[src/rtl/keyed_wdt_pkg.sv]
package keyed_wdt_pkg;
  typedef enum logic [1:0] {
    WDT_BOOT    = 2'd0,
    WDT_DORMANT = 2'd1,
    WDT_ACTIVE  = 2'd2
  } wdt_state_e;
endpackage

[src/rtl/keyed_wdt_key_seq.sv]
module keyed_wdt_key_seq #(
  parameter int unsigned ADDR_W     = 8,
  parameter int unsigned DATA_W     = 8,
  parameter logic [ADDR_W-1:0] KEY_ADDR   = 8'h0A,
  parameter logic [DATA_W-1:0] KEY_FIRST  = 8'h1E,
  parameter logic [DATA_W-1:0] KEY_SECOND = 8'hE1
) (
  input  logic              clk_i,
  input  logic              rst_ni,
  input  logic              wr_en_i,
  input  logic [ADDR_W-1:0] wr_addr_i,
  input  logic [DATA_W-1:0] wr_data_i,
  input  logic              irq_ack_i,
  output logic              armed_o,
  output logic              clear_o
);
  logic armed_q;
  logic hit_addr, hit_first, hit_second;

  assign hit_addr   = wr_en_i && (wr_addr_i == KEY_ADDR);
  assign hit_first  = hit_addr && (wr_data_i == KEY_FIRST);
  assign hit_second = hit_addr && (wr_data_i == KEY_SECOND);

  // interrupt wins over any write in the same cycle
  assign clear_o = armed_q && hit_second && !irq_ack_i;

  always_ff @(posedge clk_i or negedge rst_ni) begin
    if (!rst_ni) begin
      armed_q <= 1'b0;
    end else if (irq_ack_i) begin
      armed_q <= 1'b0;
    end else if (wr_en_i) begin
      armed_q <= hit_first;
    end
  end

  assign armed_o = armed_q;
endmodule

[src/rtl/keyed_wdt_mode.sv]
module keyed_wdt_mode
  import keyed_wdt_pkg::*;
(
  input  logic       clk_i,
  input  logic       rst_ni,
  input  logic       dormant_cfg_i,
  input  logic       clear_i,
  output wdt_state_e state_o,
  output logic       active_o
);
  wdt_state_e state_q, state_d;

  always_comb begin
    state_d = state_q;
    unique case (state_q)
      WDT_BOOT:    state_d = (clear_i || !dormant_cfg_i) ? WDT_ACTIVE : WDT_DORMANT;
      WDT_DORMANT: if (clear_i) state_d = WDT_ACTIVE;
      WDT_ACTIVE:  state_d = WDT_ACTIVE;
      default:     state_d = WDT_BOOT;
    endcase
  end

  always_ff @(posedge clk_i or negedge rst_ni) begin
    if (!rst_ni) state_q <= WDT_BOOT;
    else         state_q <= state_d;
  end

  assign state_o  = state_q;
  assign active_o = (state_q == WDT_ACTIVE);
endmodule

[src/rtl/keyed_wdt_counter.sv]
module keyed_wdt_counter #(
  parameter int unsigned CNT_W = 16
) (
  input  logic             clk_i,
  input  logic             rst_ni,
  input  logic             run_i,
  input  logic             tick_i,
  input  logic             clear_i,
  output logic [CNT_W-1:0] count_o,
  output logic             ovf_o
);
  localparam logic [CNT_W-1:0] CNT_MAX = {CNT_W{1'b1}};

  logic [CNT_W-1:0] cnt_q;
  logic             ovf_q;
  logic             wrap;

  assign wrap = run_i && tick_i && !clear_i && (cnt_q == CNT_MAX);

  always_ff @(posedge clk_i or negedge rst_ni) begin
    if (!rst_ni) begin
      cnt_q <= '0;
      ovf_q <= 1'b0;
    end else begin
      ovf_q <= wrap;
      if (!run_i || clear_i) cnt_q <= '0;
      else if (tick_i)       cnt_q <= cnt_q + 1'b1;
    end
  end

  assign count_o = cnt_q;
  assign ovf_o   = ovf_q;
endmodule

[src/rtl/keyed_wdt.sv]
module keyed_wdt
  import keyed_wdt_pkg::*;
#(
  parameter int unsigned CNT_W  = 16,
  parameter int unsigned ADDR_W = 8,
  parameter int unsigned DATA_W = 8,
  parameter logic [ADDR_W-1:0] WDT_ADDR   = 8'h0A,
  parameter logic [DATA_W-1:0] KEY_FIRST  = 8'h1E,
  parameter logic [DATA_W-1:0] KEY_SECOND = 8'hE1
) (
  input  logic              clk_i,
  input  logic              rst_ni,
  input  logic              tick_i,
  input  logic              dormant_cfg_i,
  input  logic              idle_i,
  input  logic              irq_ack_i,
  input  logic              wr_en_i,
  input  logic [ADDR_W-1:0] wr_addr_i,
  input  logic [DATA_W-1:0] wr_data_i,
  output logic              wdt_rst_o
);
  logic             key_clear, key_armed, mode_active;
  wdt_state_e       mode_state;
  logic [CNT_W-1:0] cnt_val;

  keyed_wdt_key_seq #(
    .ADDR_W(ADDR_W), .DATA_W(DATA_W),
    .KEY_ADDR(WDT_ADDR), .KEY_FIRST(KEY_FIRST), .KEY_SECOND(KEY_SECOND)
  ) u_key (
    .clk_i, .rst_ni, .wr_en_i, .wr_addr_i, .wr_data_i, .irq_ack_i,
    .armed_o(key_armed), .clear_o(key_clear)
  );

  keyed_wdt_mode u_mode (
    .clk_i, .rst_ni, .dormant_cfg_i,
    .clear_i(key_clear), .state_o(mode_state), .active_o(mode_active)
  );

  // idle_i intentionally does not gate counting
  keyed_wdt_counter #(.CNT_W(CNT_W)) u_cnt (
    .clk_i, .rst_ni, .run_i(mode_active), .tick_i,
    .clear_i(key_clear), .count_o(cnt_val), .ovf_o(wdt_rst_o)
  );
endmodule

[config.mk]
export PLATFORM = sky130hd
export DESIGN_NAME = keyed_wdt
export DESIGN_NICKNAME = d
export VERILOG_FILES = /design/src/rtl/keyed_wdt_pkg.sv /design/src/rtl/keyed_wdt_key_seq.sv /design/src/rtl/keyed_wdt_mode.sv /design/src/rtl/keyed_wdt_counter.sv /design/src/rtl/keyed_wdt.sv
export SDC_FILE = /design/constraint.sdc
export NUM_CORES = 1
export LEC_CHECK = 0
export CAP_MARGIN = 20
export CORE_UTILIZATION = 50
export CTS_CLUSTER_DIAMETER = 120
export DETAILED_ROUTE_END_ITERATION = 6
export GPL_TIMING_DRIVEN = 1
export PLACE_DENSITY_LB_ADDON = 0.1
export SYNTH_ARGS = -nofsm -noshare
export SYNTH_HDL_FRONTEND = slang
export SYNTH_SLANG_ARGS = --single-unit
[constraint.sdc]
create_clock -name clk_i -period 1.7 [get_ports clk_i]
set_input_delay 0.34 -clock clk_i [delete_from_list [all_inputs] [get_ports clk_i]]
set_output_delay 0.34 -clock clk_i [all_outputs]
set_load 0.1 [all_outputs]
-- After elaboration in Yosys (flattened, before gate mapping)
Index checks and enable logic that the tools add are counted.
- register bits: 20
- reduce and logical (&&, ||, !) cells: 17
- multiplexer cells: 7
- eq/ne operators: 7
- $add $sub $neg: 1
- operators by type and width (operator ; number):
    $mux 16 ; 2
    $add 16x1->16 const B ; 1
    $eq 16x16->1 const B ; 1
    $eq 8x4->1 const B ; 1
    $eq 8x5->1 const B ; 1
    $eq 8x8->1 const B ; 1
    $logic_and 1x1->1 ; 8
    $pmux 2 s3 ; 1
    $logic_not 1->1 ; 4
    $mux 2 ; 2
    $reduce_bool 2->1 ; 2
    $eq 2x1->1 const B ; 1
    $eq 2x2->1 const B ; 1
    $logic_not 2->1 ; 1
    $logic_or 1x1->1 ; 2
    $mux 1 ; 2
    $ne 2x1->1 const B ; 1

-- Depth between registers and ports, before layout
- word-level depth: 8
- gate-level depth with buffers: 6
- depth with buffers taken out: 6

-- Cells and area by module
A second synthesis with hierarchy kept.
- cells, all modules: 111
- area, all modules: 1113.6 um2
- modules (own cells, without submodules) (module ; cells an instance ; instances ; area each (um2)):
    keyed_wdt_counter ; 82 ; 1 ; 837.1
    keyed_wdt_mode ; 16 ; 1 ; 158.9
    keyed_wdt_key_seq ; 13 ; 1 ; 117.6

-- Worst setup path before layout
Ideal clock, no wire load.
- kind: input to register
- from: in wr_addr_i[5]
- to: reg u_cnt.cnt_q[8] (netlist: u_cnt.count_o[8])
- arrival time: 1.284 ns
- path buffers: 1
- setup slack: 0.297 ns
- stages on the path: 5
- cells stage by stage: nor4b_2 nand4_1 o21ai_2 buf_4 nor2_1
- word-level cells in the longest chain between the ends: 7
- elaborated cells on any way between the ends: 8
- those cells by class: eq/ne (1); mux (1); reduce/logical (6)
- RTL lines (what ; RTL line ; RTL):
    from (decl) ; keyed_wdt.sv:18 ; input logic [ADDR_W-1:0] wr_addr_i,
    $eq 8x4->1 * ; keyed_wdt_key_seq.sv:20 ; assign hit_addr = wr_en_i && (wr_addr_i == KEY_ADDR);
    $logic_and 1x1->1 * ; keyed_wdt_key_seq.sv:20 ;
    $logic_and 1x1->1 * ; keyed_wdt_key_seq.sv:22 ; assign hit_second = hit_addr && (wr_data_i == KEY_SECOND);
    $logic_and 1x1->1 * (2 in a row) ; keyed_wdt_key_seq.sv:25 ; assign clear_o = armed_q && hit_second && !irq_ack_i;
    $logic_or 1x1->1 * ; keyed_wdt_counter.sv:26 ; if (!run_i || clear_i) cnt_q <= '0;
    $mux 16 / $reduce_bool 2->1 (equally long branches) ; n/a ;
    to (signal assigned) ; keyed_wdt_counter.sv:27 ; else if (tick_i) cnt_q <= cnt_q + 1'b1;
    to (decl) ; keyed_wdt_counter.sv:14 ; logic [CNT_W-1:0] cnt_q;
Every way passes the cells marked *; elsewhere a longest branch is shown, timed or not.
A chain may end at the register's enable or synchronous reset.

-- Final worst setup path
Same ends and word-level chain as after synthesis.

==> qor.json <==
{
  "cp-end-kind": {"value": "register"},
  "die-width": {"value": 50.4, "unit": "um"},
  "drtIter0Drc": {"value": 5},
  "setup.worst_path.class": {"value": "in2reg"},
  "ff2ff_path_depth": {"value": 6},
  "cts.hold.buffers_added": {"value": 0},
  "postRouteAntennaNets": {"value": 0},
  "crit_fanout": {"value": 16},
  "worstHoldPathType": {"value": "in2async"},
  "via_per_inst": {"value": 5.46},
  "cts_sinks": {"value": 20},
  "worst_ir_drop_vdd": {"value": 0.585, "unit": "mV"},
  "dr_total_vias": {"value": 967},
  "cts_made_buffers": {"value": 3},
  "data_required_time_at_the_worst_endpoint": {"value": 1900, "unit": "ps"},
  "die_y": {"value": 50.4, "unit": "um"},
  "cp_data_arrival_time": {"value": 1780, "unit": "ps"},
  "p_leak": {"value": 0.629, "unit": "nW"},
  "final_max_slew_violation_count": {"value": 0},
  "antenna-diode-count": {"value": 0},
  "grt_overflow_total": {"value": 0},
  "h-tree-depth": {"value": 1},
  "area_growth_from_synthesis_to_final_layout": {"value": 32.1, "unit": "%"},
  "grt_usage": {"value": 20.7, "unit": "%"},
  "placeableCoreArea": {"value": 2210, "unit": "um2"},
  "cell_type_with_the_largest_total_area_after_synthesis": {"value": "sky130_fd_sc_hd__dfrtp_1"},
  "ys_types": {"value": 33},
  "initial_utilization": {"value": 52.9, "unit": "%"},
  "async_flop_share": {"value": 100, "unit": "%"},
  "setup_viol": {"value": 0},
  "synth-warning-count": {"value": 0},
  "synth.ff_latch_count": {"value": 20},
  "synthesis.area_per_instance": {"value": 10.0, "unit": "um2"},
  "status": {"value": "finished clean"},
  "synth_enable_flop_cells": {"value": 0},
  "finClkSkew": {"value": 4.64, "unit": "ps"},
  "design.final.nets": {"value": 178},
  "fmaxAchievable": {"value": 634, "unit": "MHz"},
  "final_core_util": {"value": 69.9, "unit": "%"},
  "ios": {"value": 24},
  "synth.area.top_cells": {"value": "sky130_fd_sc_hd__dfrtp_1 (43%), sky130_fd_sc_hd__xnor2_1 (7.5%), sky130_fd_sc_hd__nor2_1 (6.7%), sky130_fd_sc_hd__ha_1 (5.3%), sky130_fd_sc_hd__nand4_1 (3.7%)"},
  "drt_pre_antenna_iters": {"value": 4},
  "final_layout_size_suffix_gt1_share": {"value": 14.1, "unit": "%"},
  "setup.worst_path.start_class": {"value": "input port"},
  "clock_latency_reported_for_the_late_side_of_the_worst_skew_pair": {"value": 300, "unit": "ps"},
  "clock_path_buffers": {"value": 2},
  "cap_viol_max_count": {"value": 0},
  "place.port_buffers": {"value": 22},
  "hold_violations": {"value": 0},
  "synth_top_flop_cell": {"value": "sky130_fd_sc_hd__dfrtp_1"},
  "period_share": {"value": 92.8, "unit": "%"},
  "drt_drc_violations_left": {"value": 0},
  "n_fill_cell": {"value": 174},
  "cts_tree": {"value": "yes"},
  "grt_pass1_vias": {"value": 973},
  "root_buffer": {"value": "sky130_fd_sc_hd__clkbuf_4"},
  "power.total": {"value": 1.22, "unit": "mW"},
  "syn_nets": {"value": 145},
  "wire_length_of_the_first_global_routing_pass": {"value": 3950, "unit": "um"},
  "worst_slack": {"value": 123, "unit": "ps"},
  "gp_routability_congestion": {"value": 0.819},
  "dieArea": {"value": 2540, "unit": "um2"},
  "clk_pin_slew_worst_paths": {"value": 110, "unit": "ps"},
  "wl": {"value": 2250, "unit": "um"},
  "placement_rows": {"value": 17},
  "dpl_wire_length": {"value": 1760, "unit": "um"},
  "wl_per_cell": {"value": 12.7, "unit": "um"},
  "preCtsSetupSlack": {"value": -229, "unit": "ps"},
  "final.min_clock_period": {"value": 1580, "unit": "ps"},
  "area_of_the_mapped_netlist": {"value": 1170, "unit": "um2"},
  "antenna_found_initial": {"value": 0},
  "seq_area_frac_synth": {"value": 42.7, "unit": "%"},
  "synthDominantCellAreaShare": {"value": 42.7, "unit": "%"},
  "p_per_area": {"value": 787, "unit": "nW/um2"},
  "timing_worst_slew_pin_value": {"value": 311, "unit": "ps"},
  "grt_start_max_net_pins": {"value": 21},
  "syn_inst": {"value": 117},
  "slew-limit-headroom": {"value": 79.1, "unit": "%"}
}
cell usage after synthesis (all sizes together), types with 3 or more instances:
| cell type | instances |
|---|---|
| xor2 | 4 |
| inv | 6 |
| nand2 | 6 |
| nor2b | 3 |
| nor4 | 5 |
| dfrtp | 20 |
| ha | 5 |
| nor2 | 21 |
| nand3 | 3 |
| nor4b | 3 |
| nor3 | 4 |
| xnor2 | 10 |
| nand4 | 9 |
final cells by class:
| type | instances | area (um2) | area share (%) |
|---|---|---|---|
| inverters | 6 | 22.5 | 1.46 |
| well taps | 28 | 35.0 | 2.27 |
| repair buffers | 30 | 303 | 19.6 |
| flip-flops and latches | 20 | 500 | 32.4 |
| multi-input cells | 89 | 649 | 42.0 |
| clock buffers | 4 | 36.3 | 2.35 |
through the flow:
step / cell area, um2 / instances / hold WS (ps) / TNS (ps)
floorplan: 1170 / 117 / 44.4 / 0
global route: 1550 / 177 / 400 / -5.40
global placement: 1500 / 173 / 528 / -2490
detailed placement: 1500 / 173 / 532 / -2950
finish: 1550 / 177 / 380 / 0
CTS: 1530 / 177 / 382 / 0
cell families (layout without fill, tap and decap cells):
family / count (synthesis) / count (layout) / share of synthesized area (%)
AO/OA/AOI/OAI: 7 / 7 / 4.27
XOR/XNOR: 14 / 14 / 10.5
adder cells (fa/ha/maj): 5 / 5 / 5.34
buffers and inverters: 8 / 40 / 2.99
flip-flops: 20 / 20 / 42.7
multiplexers: 2 / 2 / 1.71
AND/OR/NAND/NOR: 61 / 61 / 32.5
power by group:
part           switching (mW)  leakage (nW)  total (mW)  internal, mW
Sequential              0.116         0.263       0.669         0.553
Clock                   0.144        0.0210       0.274         0.131
Combinational           0.121         0.345       0.275         0.153
state kept, by name, summed over array words and instances, names as in the netlist:
register and cells:
u_key.armed_o 1, u_cnt.ovf_o 1, u_cnt.count_o 16, u_mode.state_o 2
worst max-delay path, cell delays in order:
cell,delay [ps]
sky130_fd_sc_hd__clkdlybuf4s50_1,410
sky130_fd_sc_hd__nor4b_2,320
sky130_fd_sc_hd__nand4_1,250
sky130_fd_sc_hd__o21ai_2,240
sky130_fd_sc_hd__buf_12,160
sky130_fd_sc_hd__nor2_1,60
path summary, 6_finish.rpt:
kind	slack [ps]	start	to
max in group asynchronous	1110	rst_ni	u_cnt.count_o[2]
worst min-delay path	380	rst_ni	u_cnt.count_o[8]
worst max-delay path	120	wr_addr_i[5]	u_cnt.count_o[8]
worst min register to register	560	u_cnt.count_o[15]	u_cnt.ovf_o
min in group clk_i	560	u_cnt.count_o[15]	u_cnt.ovf_o
worst max register to register	190	u_cnt.count_o[0]	u_cnt.count_o[8]
cells in the final DEF (no fill, tap or decap):
cell,netlist,final
sky130_fd_sc_hd__or3_1,1,1
sky130_fd_sc_hd__nor4_1,5,5
sky130_fd_sc_hd__nor3_4,1,1
sky130_fd_sc_hd__ha_1,5,5
sky130_fd_sc_hd__and3_1,1,1
sky130_fd_sc_hd__o21bai_1,1,1
sky130_fd_sc_hd__nand4_1,7,7
sky130_fd_sc_hd__nor3_1,3,3
sky130_fd_sc_hd__inv_1,6,6
sky130_fd_sc_hd__o41ai_2,0,1
sky130_fd_sc_hd__nor2b_1,3,3
sky130_fd_sc_hd__o21ai_2,1,1
sky130_fd_sc_hd__nor2_1,21,21
sky130_fd_sc_hd__nor4bb_1,1,1
sky130_fd_sc_hd__nand4_4,2,2
sky130_fd_sc_hd__and4_1,1,1
sky130_fd_sc_hd__a21oi_1,1,1
sky130_fd_sc_hd__nor4b_2,2,3
sky130_fd_sc_hd__nand3_1,3,3
sky130_fd_sc_hd__a31oi_1,1,1
sky130_fd_sc_hd__o21ai_0,1,1
sky130_fd_sc_hd__nand2_1,6,6
sky130_fd_sc_hd__nand4b_1,1,1
sky130_fd_sc_hd__buf_4,1,7
sky130_fd_sc_hd__clkdlybuf4s50_1,0,21
sky130_fd_sc_hd__clkbuf_8,0,1
sky130_fd_sc_hd__xnor2_1,10,10
sky130_fd_sc_hd__clkbuf_4,0,3
sky130_fd_sc_hd__xor2_1,4,4
sky130_fd_sc_hd__mux2i_1,2,2
sky130_fd_sc_hd__or4b_1,1,1
sky130_fd_sc_hd__o32ai_1,1,1
sky130_fd_sc_hd__dfrtp_1,20,20
sky130_fd_sc_hd__nor3b_1,1,1
sky130_fd_sc_hd__buf_12,0,2
layer usage:
metal / wire length [um] / vias up / global-route usage [%]
met4: 40 / 0 / 8.33
li1: - / 485 / -
met3: 60 / 5 / 3.03
met5: 0 / - / 0
met1: 928 / 456 / 22.5
met2: 1220 / 21 / 39.6
what timing repair did:
action | CTS | global route
hold endpoints to repair | 0 | 0
resized for setup | 0 | 2
endpoints found under the setup margin | 0 | 1
setup buffers | 0 | 0
(Power assumes the default switching activity.)
